==> src/rtl/byte_lane_xcvr_pkg.sv <==
package byte_lane_xcvr_pkg;

  // Active-low controls of one direction of one byte lane.
  typedef struct packed {
    logic en_n;
    logic le_n;
    logic oe_n;
  } xfer_ctl_t;

  // Decoded actions for one direction of one byte lane.
  typedef struct packed {
    logic load;
    logic drive;
  } xfer_act_t;

endpackage

==> src/rtl/xcvr_ctl_decode.sv <==
module xcvr_ctl_decode
  import byte_lane_xcvr_pkg::*;
(
  input  xfer_ctl_t ctl,
  output xfer_act_t act
);

  // The enable gates both loading and driving.
  always_comb begin
    act.load  = ~ctl.en_n & ~ctl.le_n;
    act.drive = ~ctl.en_n & ~ctl.oe_n;
  end

endmodule

==> src/rtl/xcvr_lane_store.sv <==
module xcvr_lane_store #(
  parameter int unsigned W = 8
) (
  input  logic         clk,
  input  logic         rst,
  input  logic         load,
  input  logic         drive,
  input  logic [W-1:0] d_in,
  output logic [W-1:0] q_out,
  output logic [W-1:0] q_oe
);

  // Clocked stand-in for a transparent latch: it follows d_in while load is high.
  always_ff @(posedge clk) begin
    if (rst) begin
      q_out <= '0;
      q_oe  <= '0;
    end else begin
      if (load) begin
        q_out <= d_in;
      end
      q_oe <= {W{drive}};
    end
  end

endmodule

==> src/rtl/byte_lane_xcvr.sv <==
module byte_lane_xcvr
  import byte_lane_xcvr_pkg::*;
#(
  parameter int unsigned LANE_W = 8,
  parameter int unsigned LANES  = 2
) (
  input  logic                      clk,
  input  logic                      rst,
  input  logic [LANES*LANE_W-1:0]   a_in,
  output logic [LANES*LANE_W-1:0]   a_out,
  output logic [LANES*LANE_W-1:0]   a_oe,
  input  logic [LANES*LANE_W-1:0]   b_in,
  output logic [LANES*LANE_W-1:0]   b_out,
  output logic [LANES*LANE_W-1:0]   b_oe,
  input  logic [LANES-1:0]          ab_en_n,
  input  logic [LANES-1:0]          ab_le_n,
  input  logic [LANES-1:0]          ab_oe_n,
  input  logic [LANES-1:0]          ba_en_n,
  input  logic [LANES-1:0]          ba_le_n,
  input  logic [LANES-1:0]          ba_oe_n
);

  for (genvar g = 0; g < LANES; g++) begin : g_lane
    localparam int unsigned LO = g * LANE_W;

    xfer_ctl_t ab_ctl;
    xfer_ctl_t ba_ctl;
    xfer_act_t ab_act;
    xfer_act_t ba_act;

    assign ab_ctl = {ab_en_n[g], ab_le_n[g], ab_oe_n[g]};
    assign ba_ctl = {ba_en_n[g], ba_le_n[g], ba_oe_n[g]};

    xcvr_ctl_decode u_ab_dec (.ctl(ab_ctl), .act(ab_act));
    xcvr_ctl_decode u_ba_dec (.ctl(ba_ctl), .act(ba_act));

    // A-to-B: port A bytes are stored and presented on port B.
    xcvr_lane_store #(.W(LANE_W)) u_ab_store (
      .clk   (clk),
      .rst   (rst),
      .load  (ab_act.load),
      .drive (ab_act.drive),
      .d_in  (a_in[LO +: LANE_W]),
      .q_out (b_out[LO +: LANE_W]),
      .q_oe  (b_oe[LO +: LANE_W])
    );

    // B-to-A: port B bytes are stored and presented on port A.
    xcvr_lane_store #(.W(LANE_W)) u_ba_store (
      .clk   (clk),
      .rst   (rst),
      .load  (ba_act.load),
      .drive (ba_act.drive),
      .d_in  (b_in[LO +: LANE_W]),
      .q_out (a_out[LO +: LANE_W]),
      .q_oe  (a_oe[LO +: LANE_W])
    );
  end

endmodule

==> config.mk <==
export PLATFORM = sky130hd
export DESIGN_NAME = byte_lane_xcvr
export DESIGN_NICKNAME = d
export VERILOG_FILES = /design/src/rtl/byte_lane_xcvr_pkg.sv /design/src/rtl/xcvr_ctl_decode.sv /design/src/rtl/xcvr_lane_store.sv /design/src/rtl/byte_lane_xcvr.sv
export SDC_FILE = /design/constraint.sdc
export NUM_CORES = 1
export LEC_CHECK = 0
export BUFFER_PORTS_ARGS = -buffer_cell sky130_fd_sc_hd__buf_2
export CAP_MARGIN = 15
export CORE_UTILIZATION = 40
export CTS_BUF_LIST = sky130_fd_sc_hd__clkbuf_16
export DETAILED_ROUTE_END_ITERATION = 8
export GPL_TIMING_DRIVEN = 0
export PLACE_DENSITY = 0.77
export SLEW_MARGIN = 15
export SYNTH_ARGS = -nofsm -noshare
export SYNTH_HDL_FRONTEND = slang
export SYNTH_SLANG_ARGS = --single-unit
==> constraint.sdc <==
create_clock -name clk -period 1.4 [get_ports clk]
set_input_delay 0.28 -clock clk [delete_from_list [all_inputs] [get_ports clk]]
set_output_delay 0.28 -clock clk [all_outputs]
set_load 0.02 [all_outputs]
==> results of run 1 <==
[power by group through the flow]
stage | combinational (W) | sequential (W) | clock [W]
finish | 0.000428 | 0.00110 | 0.00101
global route | 0.000466 | 0.00110 | 0.00110
CTS | 0.000431 | 0.00110 | 0.00104
detailed placement | 0.000430 | 0.00112 | 0
global placement | 0.000427 | 0.00112 | 0
floorplan | 0.000204 | 0.00118 | 0
[cell usage after synthesis (all sizes together)]
| library cell | n |
|---|---|
| buf | 35 |
| o21ai | 32 |
| a21oi | 32 |
| nor3 | 4 |
| dfxtp | 36 |
| or3b | 32 |
| clkbuf | 5 |
[logic make-up (layout without fill, tap and decap cells)]
| logic type | count (synthesis) | in the layout | synth area share [%] |
|---|---|---|---|
| simple gates | 36 | 36 | 18.39 |
| buf+inv | 40 | 156 | 17.85 |
| compound gates | 64 | 64 | 19.62 |
| flops | 36 | 36 | 44.14 |
[metal layers]
layer,wire [um],GRT usage (%),vias up
li1,-,-,827
met1,1638,22.40,714
met5,0,0,-
met2,1759,28.70,81
met3,379,6.379,2
met4,8,4.891,0
[flip-flops by register name, indices dropped and copies added, names as in the netlist]
register,count
g_lane.u_ab_store.q_oe,2
g_lane.u_ba_store.q_out,16
g_lane.u_ab_store.q_out,16
g_lane.u_ba_store.q_oe,2
[path summary, 6_finish.rpt]
check | from | to | slack, ps | depth (start not counted)
worst max-delay path | g_lane[0].u_ba_store.q_oe[0] | a_oe[4] | 80 | 2
worst min-delay path | ab_oe_n[1] | g_lane[1].u_ab_store.q_oe[0] | 160 | 2
worst max register to register | g_lane[1].u_ab_store.q_out[3] | g_lane[1].u_ab_store.q_out[3] | 750 | 2
worst min register to register | g_lane[0].u_ba_store.q_out[4] | g_lane[0].u_ba_store.q_out[4] | 470 | 2
[cell type report]
class / count / area (um2)
fill: 365 / 1429
sequential: 36 / 720.7
multi-input combinational: 100 / 620.6
timing repair buffer: 108 / 540.5
buffer: 40 / 291.5
clock buffer: 5 / 125.1
tap: 48 / 60.06
clock inverter: 3 / 11.26
[per-stage QoR]
stage | instances | worst slack (ps) | hold WS (ps) | total power (W)
6_report | 340 | 80.38 | 160.8 | 0.002537
5_1_grt | 340 | 15.59 | 160.6 | 0.002669
4_1_cts | 340 | 49.75 | 155.2 | 0.002574
3_5_place_dp | 332 | 236.6 | 441.6 | 0.001551
3_3_place_gp | 332 | 240.2 | 437.8 | 0.001545
2_1_floorplan | 176 | 399.5 | 351.1 | 0.001380
[critical path: stages, from the launching register on]
cell,delay (ps)
dfxtp_1,460
buf_4,160
buf_2,150
[cells in the final DEF, fill, tap and decap left out]
master       n
nor3_1       4
clkbuf_16    5
buf_4       28
o21ai_0     32
a21oi_1     32
dfxtp_1     36
clkbuf_2     5
buf_2      108
or3b_1       8
buf_6        4
clkinv_1     1
inv_1        2
or3b_2      24
buf_1        3
==> metrics, run 1 <==
outcome=completed; Routed wire per std cell=approximately 11 um; P per Cell Area=1071 nW/um2; die area=around 4300 um2; syn nets=222; mean number of vias per cell=about 4.8; layout overhead on the synthesized area=45.13%; drt total wl=3786 um; Gate power share=16.9%; Mean Syn Cell Area=9.277 um2; #FFs+latches synth=36; HPWL after detailed placement=2821 um; Reg clk slew, reported paths=approximately 50 ps; end-of-flow core utilization=62.38%; Die Y-Extent=65.89 um; Nets=337; period utilisation layout=94.26%; minimum clock period=between 1000 and 1500 ps; P_leak=around 1.2 nW; headroom to the max-slew limit=68.07%; Setup TNS=0 ps; Tightest Pin Transition=478.9 ps; Clock Power Share=a little under 40%; routed vias=approximately 1,600; Worst IR Drop VDD=~0.75 mV; top fanout value on the critical path=8; CTS resizes=0; GRT overflow=0; # Max-Cap Violations=0; CTS Root Cell=clkbuf_16; GRT Util Overall=roughly 18%; cell area after layout=between 2000 and 2500 um2; internal power=approximately 0.0019 W; GP Congestion=between 0.7 and 0.8; IO Port Bufs=108; P_sw=0.0006271 W; die width=65.89 um; endpoints failing setup=0; layout cells sized above 1=between 50% and 60%; DP Area=about 2200 um2; Core ar.=3799 um2; Worst-Skew Late Latency=270 ps; # hold bufs at CTS=0; TritonCTS clock tree=done; Max Transition Viols Final=0; TritonRoute pass-1 iters=4; first-pass GRT wire length=5982 um; Seq pwr share=43.3%; Worst setup SP type=register; synth warn=0; ANT nets after route=0; dominant cell type by area after synthesis=dfxtp_1; critical path class=reg2out; Clock Path Buffers=2; total clock sinks=36; largest net degree at the start of global routing=11; class of the worst hold path=in2reg; I/O pin count=110; fmax=0.7578 GHz; number of H-tree levels=2; number of library cell types mapped by synthesis=10; Hold Fails Final Rpt=0; Post-Syn Instances=176; vias in the first global route=1,356; initial core utilization=42.98%; CP arrival=1040 ps; # rows=22; Fin Clk Skew=0 ps; mapped cell area=1633 um2; setup bufs post-CTS=0; total CTS buffers=5; most area-consuming cells after synthesis=dfxtp_1 (44%), buf_4 (13%), or3b_2 (13%), a21oi_1 (9.8%), o21ai_0 (9.8%); Worst Path Required=1120 ps; DR iter-0 viols=80; RSZ-0062 raised after global routing=false; nature of the critical path endpoint=output port; DRC violations left=0; post-synthesis sequential area ratio=44.14%; share of the synthesized area in the top cell type=44.14%; Switching Fraction=24.72%; Ant. Diodes=0; antenna violations before repair=0
Power figures use the tool's default switching activity.
==> run 2: changes to the inputs <==
- RECOVER_POWER: not set -> 25
==> run 2 against run 1 <==
- routed wire length hardly changed
- setup slack worse by 2.4 ps
- via count down 0.55%
- utilization decreased by 0.89 points
- count of clock-buffer cells in the layout did not move
- critical path depth stayed put
- sequential power about the same
- sequential cell count stayed put
- fmax fell by 0.18%
- die area is the same
- register-to-register slack barely moved
- cell count stayed put
- critical path type unchanged
==> metrics, run 2 (synthesis gave the netlist of run 1 again) <==
TritonRoute pass-1 iters=4 (unchanged); endpoints failing setup=0 (unchanged); GRT Util Overall=17.88% (unchanged); Max Transition Viols Final=0 (unchanged); headroom to the max-slew limit=67.55% (was 68.07%); fmax=0.7564 GHz (was 0.7578 GHz); Levels on crit path=2 (unchanged); Min-Delay Path Depth=2 (unchanged); CTS resizes=0 (unchanged); most frequent cells in the layout=buf_2 (105), dfxtp_1 (36), o21ai_0 (32), a21oi_1 (32), buf_4 (28) (was buf_2 (108), dfxtp_1 (36), o21ai_0 (32), a21oi_1 (32), buf_4 (28)); reg2reg start=g_lane[1].u_ab_store.q_out[3] (unchanged); CP arrival=1040 ps (about the same); drt total wl=3785 um (was 3786 um); DR iter-0 viols=85 (was 80); Core ar.=3799 um2 (unchanged); # Max-Cap Violations=0 (unchanged); HPWL after detailed placement=2821 um (unchanged); number of H-tree levels=2 (unchanged); Fin Clk Skew=0 ps (unchanged); nature of the critical path endpoint=output port (unchanged); P_leak=1.186 nW (was 1.214 nW); commonest non-fill, non-tap cell in the layout=buf_2 (unchanged); DRC violations left=0 (unchanged); first-pass GRT wire length=5982 um (unchanged); GRT overflow=0 (unchanged); outcome=completed (unchanged); Crit path max-delay family=flip-flops (unchanged); Worst R2R Setup Slack=740 ps (was 750 ps); IO Port Bufs=108 (unchanged); Fillers=374 (was 365); P per Cell Area=1083 nW/um2 (was 1071 nW/um2); end-of-flow core utilization=61.50% (was 62.38%); Routed wire per std cell=11.13 um (was 11.14 um); area occupied by multi-input gates=620.6 um2 (unchanged); met2 wire len=1750 um (was 1759 um); WL met1=1640 um (was 1638 um); top fanout value on the critical path=8 (unchanged); layout overhead on the synthesized area=43.07% (was 45.13%); Die Y-Extent=65.89 um (unchanged); period utilisation layout=94.43% (was 94.26%); CTS Root Cell=clkbuf_16 (unchanged); Tightest Pin Transition=486.8 ps (was 478.9 ps); GP Congestion=0.7737 (unchanged); max layer used=met4 (unchanged); critical path class=reg2out (unchanged); layout cells sized above 1=57.19% (was 59.59%); fin cells=340 (unchanged); reg2reg path depth=2 (unchanged); ANT nets after route=0 (unchanged); CP startpoint=g_lane[0].u_ba_store.q_oe[0] (unchanged); largest registers=g_lane.u_ab_store.q_out: 16 flops, g_lane.u_ba_store.q_out: 16 flops (unchanged); total clock sinks=36 (unchanged); Worst Path Required=1120 ps (about the same); I/O pin count=110 (unchanged); class of the worst hold path=in2reg (unchanged); largest net degree at the start of global routing=11 (unchanged); Clock Path Buffers=2 (unchanged); Reg clk slew, reported paths=50 ps (about the same); die width=65.89 um (unchanged); routed vias=1,615 (was 1,624); Setup crit end=a_oe[4] (unchanged); # rows=22 (unchanged); RSZ-0062 raised after global routing=false (unchanged); slowest CP cell=dfxtp_1 (unchanged); Storage cell area=720.7 um2 (unchanged); r2r endpoint=g_lane[1].u_ab_store.q_out[3] (unchanged); die area=4341 um2 (unchanged); total CTS buffers=5 (unchanged); Ant. Diodes=0 (unchanged); initial core utilization=42.98% (unchanged); # hold bufs at CTS=0 (unchanged); antenna violations before repair=0 (unchanged); Setup TNS=0 ps (unchanged); Worst IR Drop VDD=0.7483 mV (was 0.7525 mV); minimum clock period=1322 ps (was 1320 ps); Worst-Skew Late Latency=270 ps (about the same); TritonCTS clock tree=done (unchanged); vias in the first global route=1,356 (unchanged); mean number of vias per cell=4.750 (was 4.776); Nets=337 (unchanged); setup bufs post-CTS=0 (unchanged); placed insts=332 (unchanged); Largest stage delay, worst path=460 ps (about the same); Hold Fails Final Rpt=0 (unchanged); Worst setup SP type=register (unchanged); CP Cell Sequence=buf_4 > buf_2 (unchanged); crit path buf inv count=2 (unchanged); met3 WL=385 um (was 379 um)
-- run 2: cell types whose count changed in the layout (fill, tap and decap cells not counted), sizes merged --
cell,delta
buf,-9
clkbuf,+9
-- run 2: metal layers --
| metal | up-vias | track usage [%] |
|---|---|---|
| met5 | - | 0 |
| met4 | 0 | 4.891 |
| met3 | 2 | 6.379 |
| met2 | 80 | 28.70 |
| met1 | 707 | 22.40 |
| li1 | 826 | - |
-- run 2: area by class of cell --
type | instances | area share (%)
clock inverters | 3 | 0.4821
clock buffers | 5 | 5.356
well taps | 48 | 2.571
flip-flops and latches | 36 | 30.85
plain buffers | 40 | 11.19
multi-input cells | 100 | 26.57
repair buffers | 108 | 22.98
-- run 2: worst min path at each step --
stage                     startpoint                           end  slack (ps)
after floorplan           ab_oe_n[1]  g_lane[1].u_ab_store.q_oe[0]         350
after global placement    ab_oe_n[1]  g_lane[1].u_ab_store.q_oe[0]         440
after detailed placement  ab_oe_n[1]  g_lane[1].u_ab_store.q_oe[0]         440
after CTS                 ab_oe_n[1]  g_lane[1].u_ab_store.q_oe[0]         160
after global routing      ab_oe_n[1]  g_lane[1].u_ab_store.q_oe[0]         160
final                     ab_oe_n[1]  g_lane[1].u_ab_store.q_oe[0]         160
-- run 2: where the power goes --
group,total [W],internal [W],switching [W]
clock network,0.00102,0.000639,0.000376
logic,0.000417,0.000188,0.000228
registers,0.00110,0.00107,0.0000258
total,0.00253,0.00190,0.000630
-- run 2: per-stage QoR --
step                worst slack (ps)  cell area [um2]  hold WS, ps  power, W
finish                         77.99             2336        158.9  0.002530
detailed placement             236.6             2233        441.6  0.001551
CTS                            49.75             2370        155.2  0.002574
global placement               240.2             2233        437.8  0.001545
global route                   15.59             2336        160.6  0.002657
floorplan                      399.5             1633        351.1  0.001380
==> run 3: changes to the inputs <==
- RECOVER_POWER: 25 -> 50
==> run 3 against run 2 <==
- fmax is essentially flat
- clock power barely moved
- count of clock-buffer cells in the layout unchanged
- global-route usage did not move
- largest power group unchanged
- power fell by 0.17%
- sequential share of layout area increased by 0.25 points
- clock skew unchanged
- die area is the same
==> metrics, run 3 (synthesis gave the netlist of run 1 again) <==
cell area after layout=2317 um2 (was 2336 um2); post-route setup slack=77.31 ps (was 77.99 ps); critical path class=reg2out (unchanged); dpl ws=236.6 ps (unchanged); Die Y-Extent=65.89 um (unchanged); die area=4341 um2 (unchanged); Worst Path Required=1120 ps (about the same); period utilisation layout=94.48% (was 94.43%); ANT nets after route=0 (unchanged); largest registers=g_lane.u_ab_store.q_out: 16 flops, g_lane.u_ba_store.q_out: 16 flops (unchanged); antenna violations before repair=0 (unchanged); Hold Fails Final Rpt=0 (unchanged); Crit path max-delay family=flip-flops (unchanged); routed vias=1,617 (was 1,615); fmax=0.7560 GHz (was 0.7564 GHz); Design Power=0.002526 W (was 0.002530 W); Nets=337 (unchanged); # Max-Cap Violations=0 (unchanged); total CTS buffers=5 (unchanged); Clock Path Buffers=2 (unchanged); CTS resizes=0 (unchanged); CP Cell Sequence=buf_4 > buf_2 (unchanged); RSZ-0062 raised after global routing=false (unchanged); reg2reg start=g_lane[1].u_ab_store.q_out[3] (unchanged); layout cells sized above 1=52.05% (was 57.19%); TritonCTS clock tree=done (unchanged); P per Cell Area=1090 nW/um2 (was 1083 nW/um2); # hold bufs at CTS=0 (unchanged); largest net degree at the start of global routing=11 (unchanged); I/O pin count=110 (unchanged); die width=65.89 um (unchanged); Routed wire per std cell=11.17 um (was 11.13 um); Worst-Skew Late Latency=270 ps (about the same); internal power=0.001894 W (was 0.001900 W); DR iter-0 viols=62 (was 85); HPWL after detailed placement=2821 um (unchanged); first-pass GRT wire length=5982 um (unchanged); TritonRoute pass-1 iters=4 (unchanged); outcome=completed (unchanged); CP arrival=1040 ps (about the same); GRT overflow=0 (unchanged); drt total wl=3798 um (was 3785 um); slowest CP cell=dfxtp_1 (unchanged); hold slack=158.5 ps (was 158.9 ps); Clock Power Share=40.2% (was 40.1%); P_leak=1.126 nW (was 1.186 nW); number of H-tree levels=2 (unchanged); IO Port Bufs=108 (unchanged); initial core utilization=42.98% (unchanged); Gate power share=16.3% (was 16.5%); vias in the first global route=1,356 (unchanged); Setup TNS=0 ps (unchanged); Worst R2R Setup Slack=740 ps (about the same); commonest non-fill, non-tap cell in the layout=buf_2 (unchanged); Worst IR Drop VDD=0.7399 mV (was 0.7483 mV); most frequent cells in the layout=buf_2 (90), dfxtp_1 (36), o21ai_0 (32), a21oi_1 (32), buf_4 (28) (was buf_2 (105), dfxtp_1 (36), o21ai_0 (32), a21oi_1 (32), buf_4 (28)); mean number of vias per cell=4.756 (was 4.750); CP startpoint=g_lane[0].u_ba_store.q_oe[0] (unchanged); Fin Clk Skew=0 ps (unchanged); # rows=22 (unchanged); Setup crit end=a_oe[4] (unchanged); Switching Fraction=25.01% (was 24.92%); DP Area=2233 um2 (unchanged); P_sw=0.0006316 W (was 0.0006305 W); layout overhead on the synthesized area=41.92% (was 43.07%); top fanout value on the critical path=8 (unchanged); endpoints failing setup=0 (unchanged); class of the worst hold path=in2reg (unchanged); nature of the critical path endpoint=output port (unchanged); Ant. Diodes=0 (unchanged); Seq pwr share=43.5% (was 43.4%); CTS Root Cell=clkbuf_16 (unchanged); Fillers=385 (was 374); headroom to the max-slew limit=67.37% (was 67.55%); reg2reg path depth=2 (unchanged); r2r endpoint=g_lane[1].u_ab_store.q_out[3] (unchanged); Worst setup SP type=register (unchanged); Max Transition Viols Final=0 (unchanged); Core ar.=3799 um2 (unchanged); setup bufs post-CTS=0 (unchanged); crit path buf inv count=2 (unchanged); GRT Util Overall=17.88% (unchanged); Levels on crit path=2 (unchanged); DRC violations left=0 (unchanged); minimum clock period=1323 ps (was 1322 ps); Reg clk slew, reported paths=50 ps (about the same); Largest stage delay, worst path=470 ps (was 460 ps); Tightest Pin Transition=489.4 ps (was 486.8 ps); GP Congestion=0.7737 (unchanged); total clock sinks=36 (unchanged)
[run 3: cell types whose count changed in the layout (fill, tap and decap cells not counted)]
cell | previous run | this run
buf_2 | 105 | 90
clkbuf_1 | 9 | 24
[run 3: worst min-delay path by stage]
| stage | start | to | cells past startpoint |
|---|---|---|---|
| 2_1_floorplan | ab_oe_n[1] | g_lane[1].u_ab_store.q_oe[0] | 1 |
| 3_3_place_gp | ab_oe_n[1] | g_lane[1].u_ab_store.q_oe[0] | 2 |
| 3_5_place_dp | ab_oe_n[1] | g_lane[1].u_ab_store.q_oe[0] | 2 |
| 4_1_cts | ab_oe_n[1] | g_lane[1].u_ab_store.q_oe[0] | 2 |
| 5_1_grt | ab_oe_n[1] | g_lane[1].u_ab_store.q_oe[0] | 2 |
| 6_report | ab_oe_n[1] | g_lane[1].u_ab_store.q_oe[0] | 2 |
[run 3: worst reg2reg max path, delay by kind of cell, from the launching register on]
family / cells / cell delay (ps)
DFF: 1 / 330
AOI/OAI and AO/OA: 2 / 260
[run 3: per-stage QoR]
step / utilization, % / instances
after floorplan: - / 176
after global placement: 58.79 / 332
after detailed placement: 58.79 / 332
after CTS: 62.38 / 340
after global routing: 61.00 / 340
final: 61.00 / 340
[run 3: area by class of cell]
type                            count  area (um2)  share of cell area, %
Sequential cell                    36       720.7                  31.10
Multi-Input combinational cell    100       620.6                  26.78
Timing Repair Buffer              108       518.0                  22.35
Buffer                             40       261.5                  11.29
Clock buffer                        5       125.1                  5.400
Tap cell                           48       60.06                  2.592
Clock inverter                      3       11.26                 0.4860
[run 3: power by group through the flow]
| stage | clock network [W] | registers (W) | logic, W |
|---|---|---|---|
| 3_3_place_gp | 0 | 0.00112 | 0.000427 |
| 3_5_place_dp | 0 | 0.00112 | 0.000430 |
| 5_1_grt | 0.00110 | 0.00111 | 0.000449 |
| 6_report | 0.00102 | 0.00110 | 0.000412 |
| 2_1_floorplan | 0 | 0.00118 | 0.000204 |
| 4_1_cts | 0.00104 | 0.00110 | 0.000431 |
[run 3: metal layers]
layer	GRT usage, %	vias to the layer above	wire (um)	part of all wire [%]
met4	4.891	0	8	0.21
met3	6.379	2	377	9.9
met2	28.70	78	1744	46
met1	22.40	709	1666	44
li1	-	828	-	-
met5	0	-	0	0
